**config.mk**
```make
export PLATFORM = sky130hd
export DESIGN_NAME = host_ctrl_mailbox
export DESIGN_NICKNAME = d
export VERILOG_FILES = /design/src/rtl/mbx_pkg.sv /design/src/rtl/mbx_rst_sync.sv /design/src/rtl/mbx_byte_reg.sv /design/src/rtl/mbx_flags.sv /design/src/rtl/host_ctrl_mailbox.sv
export SDC_FILE = /design/constraint.sdc
export NUM_CORES = 1
export LEC_CHECK = 0
export ABC_AREA = 1
export ABC_CLOCK_PERIOD_IN_PS = 800
export BUFFER_PORTS_ARGS = -buffer_cell sky130_fd_sc_hd__buf_2
export CORE_MARGIN = 1.5
export CORE_UTILIZATION = 46
export CTS_CLUSTER_DIAMETER = 40
export CTS_CLUSTER_SIZE = 30
export DETAILED_ROUTE_END_ITERATION = 6
export HOLD_SLACK_MARGIN = 0.05
export PLACE_DENSITY = 0.78
export SLEW_MARGIN = 10
export SYNTH_ARGS = -nofsm -noshare
export SYNTH_HDL_FRONTEND = slang
export SYNTH_SLANG_ARGS = --single-unit
```
**constraint.sdc**
```tcl
create_clock -name clk -period 0.8 [get_ports clk]
set_input_delay 0 -clock clk [delete_from_list [all_inputs] [get_ports clk]]
set_output_delay 0 -clock clk [all_outputs]
set_load 0.05 [all_outputs]
```
**src/rtl/mbx_pkg.sv**
```systemverilog
package mbx_pkg;
  localparam int STAT_W  = 8;
  localparam int OBF_BIT = 0;
  localparam int IBF_BIT = 1;
  localparam int CD_BIT  = 3;
  localparam logic [STAT_W-1:0] GP_MASK = 8'hF4;

  typedef struct packed {
    logic host_wr;
    logic host_rd_data;
    logic cpu_rd_in;
    logic cpu_wr_out;
    logic cpu_wr_stat;
  } mbx_ev_t;
endpackage

```
**src/rtl/mbx_rst_sync.sv**
```systemverilog
module mbx_rst_sync #(
  parameter int STAGES = 2
) (
  input  logic clk,
  input  logic rst_n,
  output logic rst_n_sync
);
  logic [STAGES-1:0] sync_q;

  always_ff @(posedge clk or negedge rst_n) begin
    if (!rst_n) sync_q <= '0;
    else        sync_q <= {sync_q[STAGES-2:0], 1'b1};
  end

  assign rst_n_sync = sync_q[STAGES-1];
endmodule

```
**src/rtl/mbx_byte_reg.sv**
```systemverilog
module mbx_byte_reg #(
  parameter int W = 8
) (
  input  logic         clk,
  input  logic         rst_n,
  input  logic         load,
  input  logic [W-1:0] d,
  output logic [W-1:0] q
);
  logic [W-1:0] q_r, q_nxt;

  always_comb begin
    q_nxt = q_r;
    if (load) q_nxt = d;
  end

  always_ff @(posedge clk or negedge rst_n) begin
    if (!rst_n) q_r <= '0;
    else        q_r <= q_nxt;
  end

  assign q = q_r;

  // the byte is captured on a load and held otherwise
  p_load_r2: assert property (@(posedge clk) disable iff (!rst_n)
    load |=> (q == $past(d)));
  p_hold_r5: assert property (@(posedge clk) disable iff (!rst_n)
    !load |=> $stable(q));
endmodule

```
**src/rtl/mbx_flags.sv**
```systemverilog
module mbx_flags
  import mbx_pkg::*;
(
  input  logic              clk,
  input  logic              rst_n,
  input  mbx_ev_t           ev,
  input  logic              host_a,
  input  logic [STAT_W-1:0] cpu_wdata,
  output logic [STAT_W-1:0] status
);
  logic ibf_q, ibf_d;
  logic obf_q, obf_d;
  logic cd_q, cd_d;
  logic [STAT_W-1:0] gp_q, gp_d;

  always_comb begin
    ibf_d = ibf_q;
    if (ev.cpu_rd_in) ibf_d = 1'b0;
    if (ev.host_wr)   ibf_d = 1'b1;

    obf_d = obf_q;
    if (ev.host_rd_data) obf_d = 1'b0;
    if (ev.cpu_wr_out)   obf_d = 1'b1;

    cd_d = cd_q;
    if (ev.host_wr) cd_d = host_a;

    gp_d = gp_q;
    if (ev.cpu_wr_stat) gp_d = cpu_wdata & GP_MASK;
  end

  always_ff @(posedge clk or negedge rst_n) begin
    if (!rst_n) begin
      ibf_q <= 1'b0;
      obf_q <= 1'b0;
      cd_q  <= 1'b0;
      gp_q  <= '0;
    end else begin
      ibf_q <= ibf_d;
      obf_q <= obf_d;
      cd_q  <= cd_d;
      gp_q  <= gp_d;
    end
  end

  always_comb begin
    status          = gp_q;
    status[OBF_BIT] = obf_q;
    status[IBF_BIT] = ibf_q;
    status[CD_BIT]  = cd_q;
  end

  p_ibf_set_r2: assert property (@(posedge clk) disable iff (!rst_n)
    ev.host_wr |=> status[IBF_BIT]);
  p_cd_tag_r3: assert property (@(posedge clk) disable iff (!rst_n)
    ev.host_wr |=> (status[CD_BIT] == $past(host_a)));
  p_ibf_clr_r4: assert property (@(posedge clk) disable iff (!rst_n)
    (ev.cpu_rd_in && !ev.host_wr) |=> !status[IBF_BIT]);
  p_obf_set_r5: assert property (@(posedge clk) disable iff (!rst_n)
    ev.cpu_wr_out |=> status[OBF_BIT]);
  p_obf_clr_r6: assert property (@(posedge clk) disable iff (!rst_n)
    (ev.host_rd_data && !ev.cpu_wr_out) |=> !status[OBF_BIT]);
  p_gp_hold_r7: assert property (@(posedge clk) disable iff (!rst_n)
    !ev.cpu_wr_stat |=> $stable(status & GP_MASK));
  p_gp_only_r7: assert property (@(posedge clk) disable iff (!rst_n)
    (ev.cpu_wr_stat && !ev.host_wr) |=> (status[CD_BIT] == $past(status[CD_BIT])));
  p_set_wins_r8: assert property (@(posedge clk) disable iff (!rst_n)
    (ev.host_wr && ev.cpu_rd_in) |=> status[IBF_BIT]);
endmodule

```
**src/rtl/host_ctrl_mailbox.sv**
```systemverilog
module host_ctrl_mailbox
  import mbx_pkg::*;
#(
  parameter int DW = 8
) (
  input  logic          clk,
  input  logic          rst_n,
  input  logic          host_cs,
  input  logic          host_rd,
  input  logic          host_wr,
  input  logic          host_a,
  input  logic [DW-1:0] host_wdata,
  output logic [DW-1:0] host_rdata,
  output logic          host_irq,
  input  logic          host_irq_en,
  input  logic          cpu_rd_in,
  input  logic          cpu_wr_out,
  input  logic          cpu_wr_stat,
  input  logic [DW-1:0] cpu_wdata,
  output logic [DW-1:0] cpu_in_data,
  output logic [DW-1:0] cpu_status,
  output logic          cpu_ibf_irq,
  input  logic          cpu_irq_en
);
  logic    rst_n_s;
  mbx_ev_t ev;
  logic    host_rd_sel;
  logic [DW-1:0] out_q;
  logic [STAT_W-1:0] status;

  mbx_rst_sync #(.STAGES(2)) u_rst (
    .clk(clk), .rst_n(rst_n), .rst_n_sync(rst_n_s)
  );

  always_comb begin
    host_rd_sel     = host_cs & host_rd;
    ev.host_wr      = host_cs & host_wr;
    ev.host_rd_data = host_rd_sel & ~host_a;
    ev.cpu_rd_in    = cpu_rd_in;
    ev.cpu_wr_out   = cpu_wr_out;
    ev.cpu_wr_stat  = cpu_wr_stat;
  end

  mbx_byte_reg #(.W(DW)) u_in_byte (
    .clk(clk), .rst_n(rst_n_s), .load(ev.host_wr), .d(host_wdata), .q(cpu_in_data)
  );

  mbx_byte_reg #(.W(DW)) u_out_byte (
    .clk(clk), .rst_n(rst_n_s), .load(ev.cpu_wr_out), .d(cpu_wdata), .q(out_q)
  );

  mbx_flags u_flags (
    .clk(clk), .rst_n(rst_n_s), .ev(ev), .host_a(host_a),
    .cpu_wdata(cpu_wdata[STAT_W-1:0]), .status(status)
  );

  assign cpu_status = status;

  always_comb begin
    host_rdata = '0;
    if (host_rd_sel) host_rdata = host_a ? status : out_q;
  end

  assign host_irq    = status[OBF_BIT] & host_irq_en;
  assign cpu_ibf_irq = status[IBF_BIT] & cpu_irq_en;

  p_hirq_fall_r9: assert property (@(posedge clk) disable iff (!rst_n_s)
    (ev.host_rd_data && !cpu_wr_out) |=> !host_irq);
  p_cirq_fall_r10: assert property (@(posedge clk) disable iff (!rst_n_s)
    (cpu_rd_in && !ev.host_wr) |=> !cpu_ibf_irq);
  p_nocs_r11: assert property (@(posedge clk) disable iff (!rst_n_s)
    (!host_cs && !cpu_rd_in && !cpu_wr_out && !cpu_wr_stat) |=> $stable(cpu_status));
  p_host_gp_r12: assert property (@(posedge clk) disable iff (!rst_n_s)
    !cpu_wr_stat |=> ((cpu_status & GP_MASK) == $past(cpu_status & GP_MASK)));
endmodule

```
==> summary.md <==
| Metric | Value |
|---|---|
| Comb pwr share | `about two fifths` |
| Worst R2R End | `u_flags.obf_q` |
| Pre-CTS setup slack | `-0.0777 ns` |
| Crit path launch type | `flop` |
| Clock root cell | `clkbuf_4` |
| Synthesized flop and latch total | `26` |
| Final #Nets | `260` |
| Register area | `approximately 670 µm²` |
| Initial antenna violation count | `0` |
| Mapped Cells | `about 140` |
| # port buffers | `52` |
| Leak Pwr | `1.12 nW` |
| Outcome | `complete, but fails checks` |
| Vias in the first global route | `between 1,000 and 1,500` |
| Syn avg cell area | `8.72 µm²` |
| Worst-skew pair later-pin latency | `around 0.32 ns` |
| CORE AREA | `roughly 0.0025 mm²` |
| CTS tree | `done` |
| Gpl congestion | `between 0.7 and 0.8` |
| MaxCap Viol Count | `0` |
| Layout Area Growth over Synthesis | `88.6%` |
| Via count | `1,335` |
| Critical-path maximum fanout | `2` |
| Fraction of layout cells with a size suffix above 1 | `around 60%` |
| Final wirelength | `approximately 4500 µm` |
| Total power | `around 0.0038 W` |
| GRT Residual Overflow | `0` |
| Reg2reg path depth | `4` |
| Die area | `~0.0029 mm²` |
| Post-synthesis cell area | `0.00120 mm²` |
| Ant. Diodes | `0` |
| Count of pins over their slew limit | `0` |
| Hold Path Class | `in -> reg` |
| CP Data Arrival Time | `1.17 ns` |
| Final setup violating endpoints | `30` |
| RSZ-0062 raised after global routing | `yes` |
| Clock-pin slew on the worst setup and hold paths | `about 0.15 ns` |
| TNS Setup | `-6.19 ns` |
| Fin crit period | `between 1 and 1.5 ns` |
| DR iter-0 viols | `30` |
| Slowest-stage cell, CP | `dfrtp_1` |
| FMAX | `approximately 0.86 GHz` |
| Worst Path Class, Setup | `reg -> out` |
| Crit path from | `u_flags.cd_q` |
| Synth Warn # | `0` |
| Fillers | `92` |
| Final period util | `146%` |
| Row cnt | `18` |
| First-pass GRT wire length | `~5800 µm` |
| Sw Share | `between 30% and 40%` |
| Sequential share of power | `between 40 and 50%` |
| Largest net degree at the start of global routing | `16` |
| Antenna Nets Post-Route | `0` |
| Die W | `around 54 µm` |
| Req. time, crit path | `0.80 ns` |
| Vias per inst | `5.10` |
| Final hold violations | `0` |
| Syn nets | `between 150 and 200` |
| Register area share after synthesis | `around 54%` |
| Global-route usage over all layers | `28.5%` |
| Placed wire-length estimate | `2110 µm` |
| Crit path largest cell delay | `between 0.4 and 0.5 ns` |
| Num ports | `53` |
| Htree depth | `1` |
| Failing checks | `setup timing` |
| Wire per inst | `between 15 and 20 µm` |
| Worst reg-to-reg setup slack | `-0.06 ns` |
| Clock power share | `17.9%` |
| Crit-path cells | `nand2_2, a21oi_4, buf_6` |
| Setup Skew | `about 0.0063 ns` |
| Setup WS post-layout | `-0.369 ns` |
| Crit path capture | `host_rdata[3]` |
| Clock buffer depth | `2` |
| PwrDens | `1670 mW/mm²` |
| Placed cells | `224` |
| Die Ht | `around 54 µm` |
| Crit Reg-Reg Startpoint | `u_flags.obf_q` |
| CP endpoint kind | `primary output` |
| Drt first pass iters | `4` |
| Multi-input logic area | `583 µm²` |
| Final Instance Count excl. Fillers | `~260` |
| Num CTS Buffers | `3` |
| Initial Utilization | `roughly half` |
| Post-layout util | `91.6%` |
| Post-synthesis cell type count | `15` |
| Internal | `0.00239 W` |
| Switching power | `between 0.001 and 0.0015 W` |
| Worst vdd ir | `approximately 1.6 mV` |
| CTS Sinks | `26` |
| DRC | `0` |
-- layout make-up --
class | instances | share of cell area, %
Sequential cell | 26 | 29.4
Tap cell | 30 | 1.65
Inverter | 10 | 1.87
Multi-Input combinational cell | 93 | 25.7
Timing Repair Buffer | 99 | 39.8
Clock buffer | 4 | 1.60
-- per-layer routing --
metal / global-route usage [%] / part of all wire (%) / up-vias / routed length (µm)
met3: 5.56 / 5.2 / 6 / 232
li1: - / - / 609 / -
met5: 0 / 0 / - / 0
met4: 13.3 / 1.4 / 0 / 63
met2: 52.8 / 54 / 55 / 2440
met1: 30.6 / 39 / 665 / 1740
-- power by group through the flow --
stage	combinational [W]	sequential, W	clock [W]
6_report	0.00153	0.00157	0.000677
5_1_grt	0.00161	0.00158	0.000727
4_1_cts	0.00137	0.00154	0.000649
3_5_place_dp	0.00102	0.00155	0
3_3_place_gp	0.000991	0.00155	0
2_1_floorplan	0.000452	0.00184	0
-- worst max-delay path: cells and delay by family, from the launching register on --
kind	cells	cell delay (ns)
flip-flops	1	0.42
buffers and inverters	1	0.18
AO/OA/AOI/OAI	1	0.16
AND/OR/NAND/NOR	1	0.10
-- stage by stage --
stage          hold slack [ns]  cell area [µm²]
2_1_floorplan           -0.296             1290
3_3_place_gp            -0.212             1620
3_5_place_dp            -0.210             1620
4_1_cts                 0.0874             2150
5_1_grt                 0.0804             2270
6_report                0.0946             2270
-- worst min-delay path by stage --
stage                      endpoint  slack, ns    start  cells past startpoint
floorplan           u_rst.sync_q[0]      -0.30    rst_n                      0
global placement    u_rst.sync_q[0]      -0.21    rst_n                      1
detailed placement  u_rst.sync_q[0]      -0.21    rst_n                      1
CTS                  u_in_byte.q[0]       0.09  host_wr                      4
global route         u_in_byte.q[3]       0.08  host_wr                      4
finish               u_in_byte.q[3]       0.09  host_wr                      4
-- synth_stat cells --
cell / instances / area, µm²
inv_4: 1 / 6.26
nand2_2: 9 / 56.3
buf_4: 5 / 37.5
conb_1: 1 / 3.75
nand2_4: 1 / 11.3
nand2_1: 58 / 218
nand3_1: 9 / 45.0
a21oi_2: 8 / 70.1
inv_2: 1 / 3.75
buf_2: 2 / 10.0
o21ai_0: 6 / 30.0
o21ai_2: 1 / 8.76
inv_1: 8 / 30.0
dfrtp_1: 26 / 651
buf_6: 2 / 22.5
-- kinds of logic (layout without fill, tap and decap cells) --
logic type	Yosys count	count (layout)	share of synthesized area [%]
flip-flops	26	26	54.1
buffers and inverters	19	113	9.15
AO/OA/AOI/OAI	15	15	9.04
other	1	1	0.312
AND/OR/NAND/NOR	77	77	27.4
-- cell usage in the layout (no fill, tap or decap) --
master         Yosys  final
dfrtp_2            0     13
o21ai_0            6      1
buf_6              2     30
a21oi_4            0      8
o21ai_1            0      3
conb_1             1      1
inv_4              1      2
inv_1              8      5
clkbuf_4           0      4
nand2_1           58     37
nand2_2            9     26
buf_2              2     25
buf_8              0      7
dlygate4sd3_1      0     23
nand2_4            1      5
nand3_1            9      9
buf_4              5     13
dfrtp_1           26     13
o21ai_2            1      3
inv_2              1      3
clkbuf_8           0      1
-- sequential cells by signal, indices dropped and copies added (netlist names) --
register       flops
u_out_byte.q       8
u_in_byte.q        8
u_flags.obf_q      1
u_rst.sync_q       2
u_flags.ibf_q      1
u_flags.gp_q       5
u_flags.cd_q       1
-- repair_timing --
item / in CTS / in global routing
buffers inserted: 7 / 5
endpoints found under the hold margin: 25 / 0
setup endpoints to repair: 27 / 38
gates resized for setup: 68 / 34
hold buffers: 23 / 0
pin swaps: 7 / 6
Power figures use the tool's default switching activity.
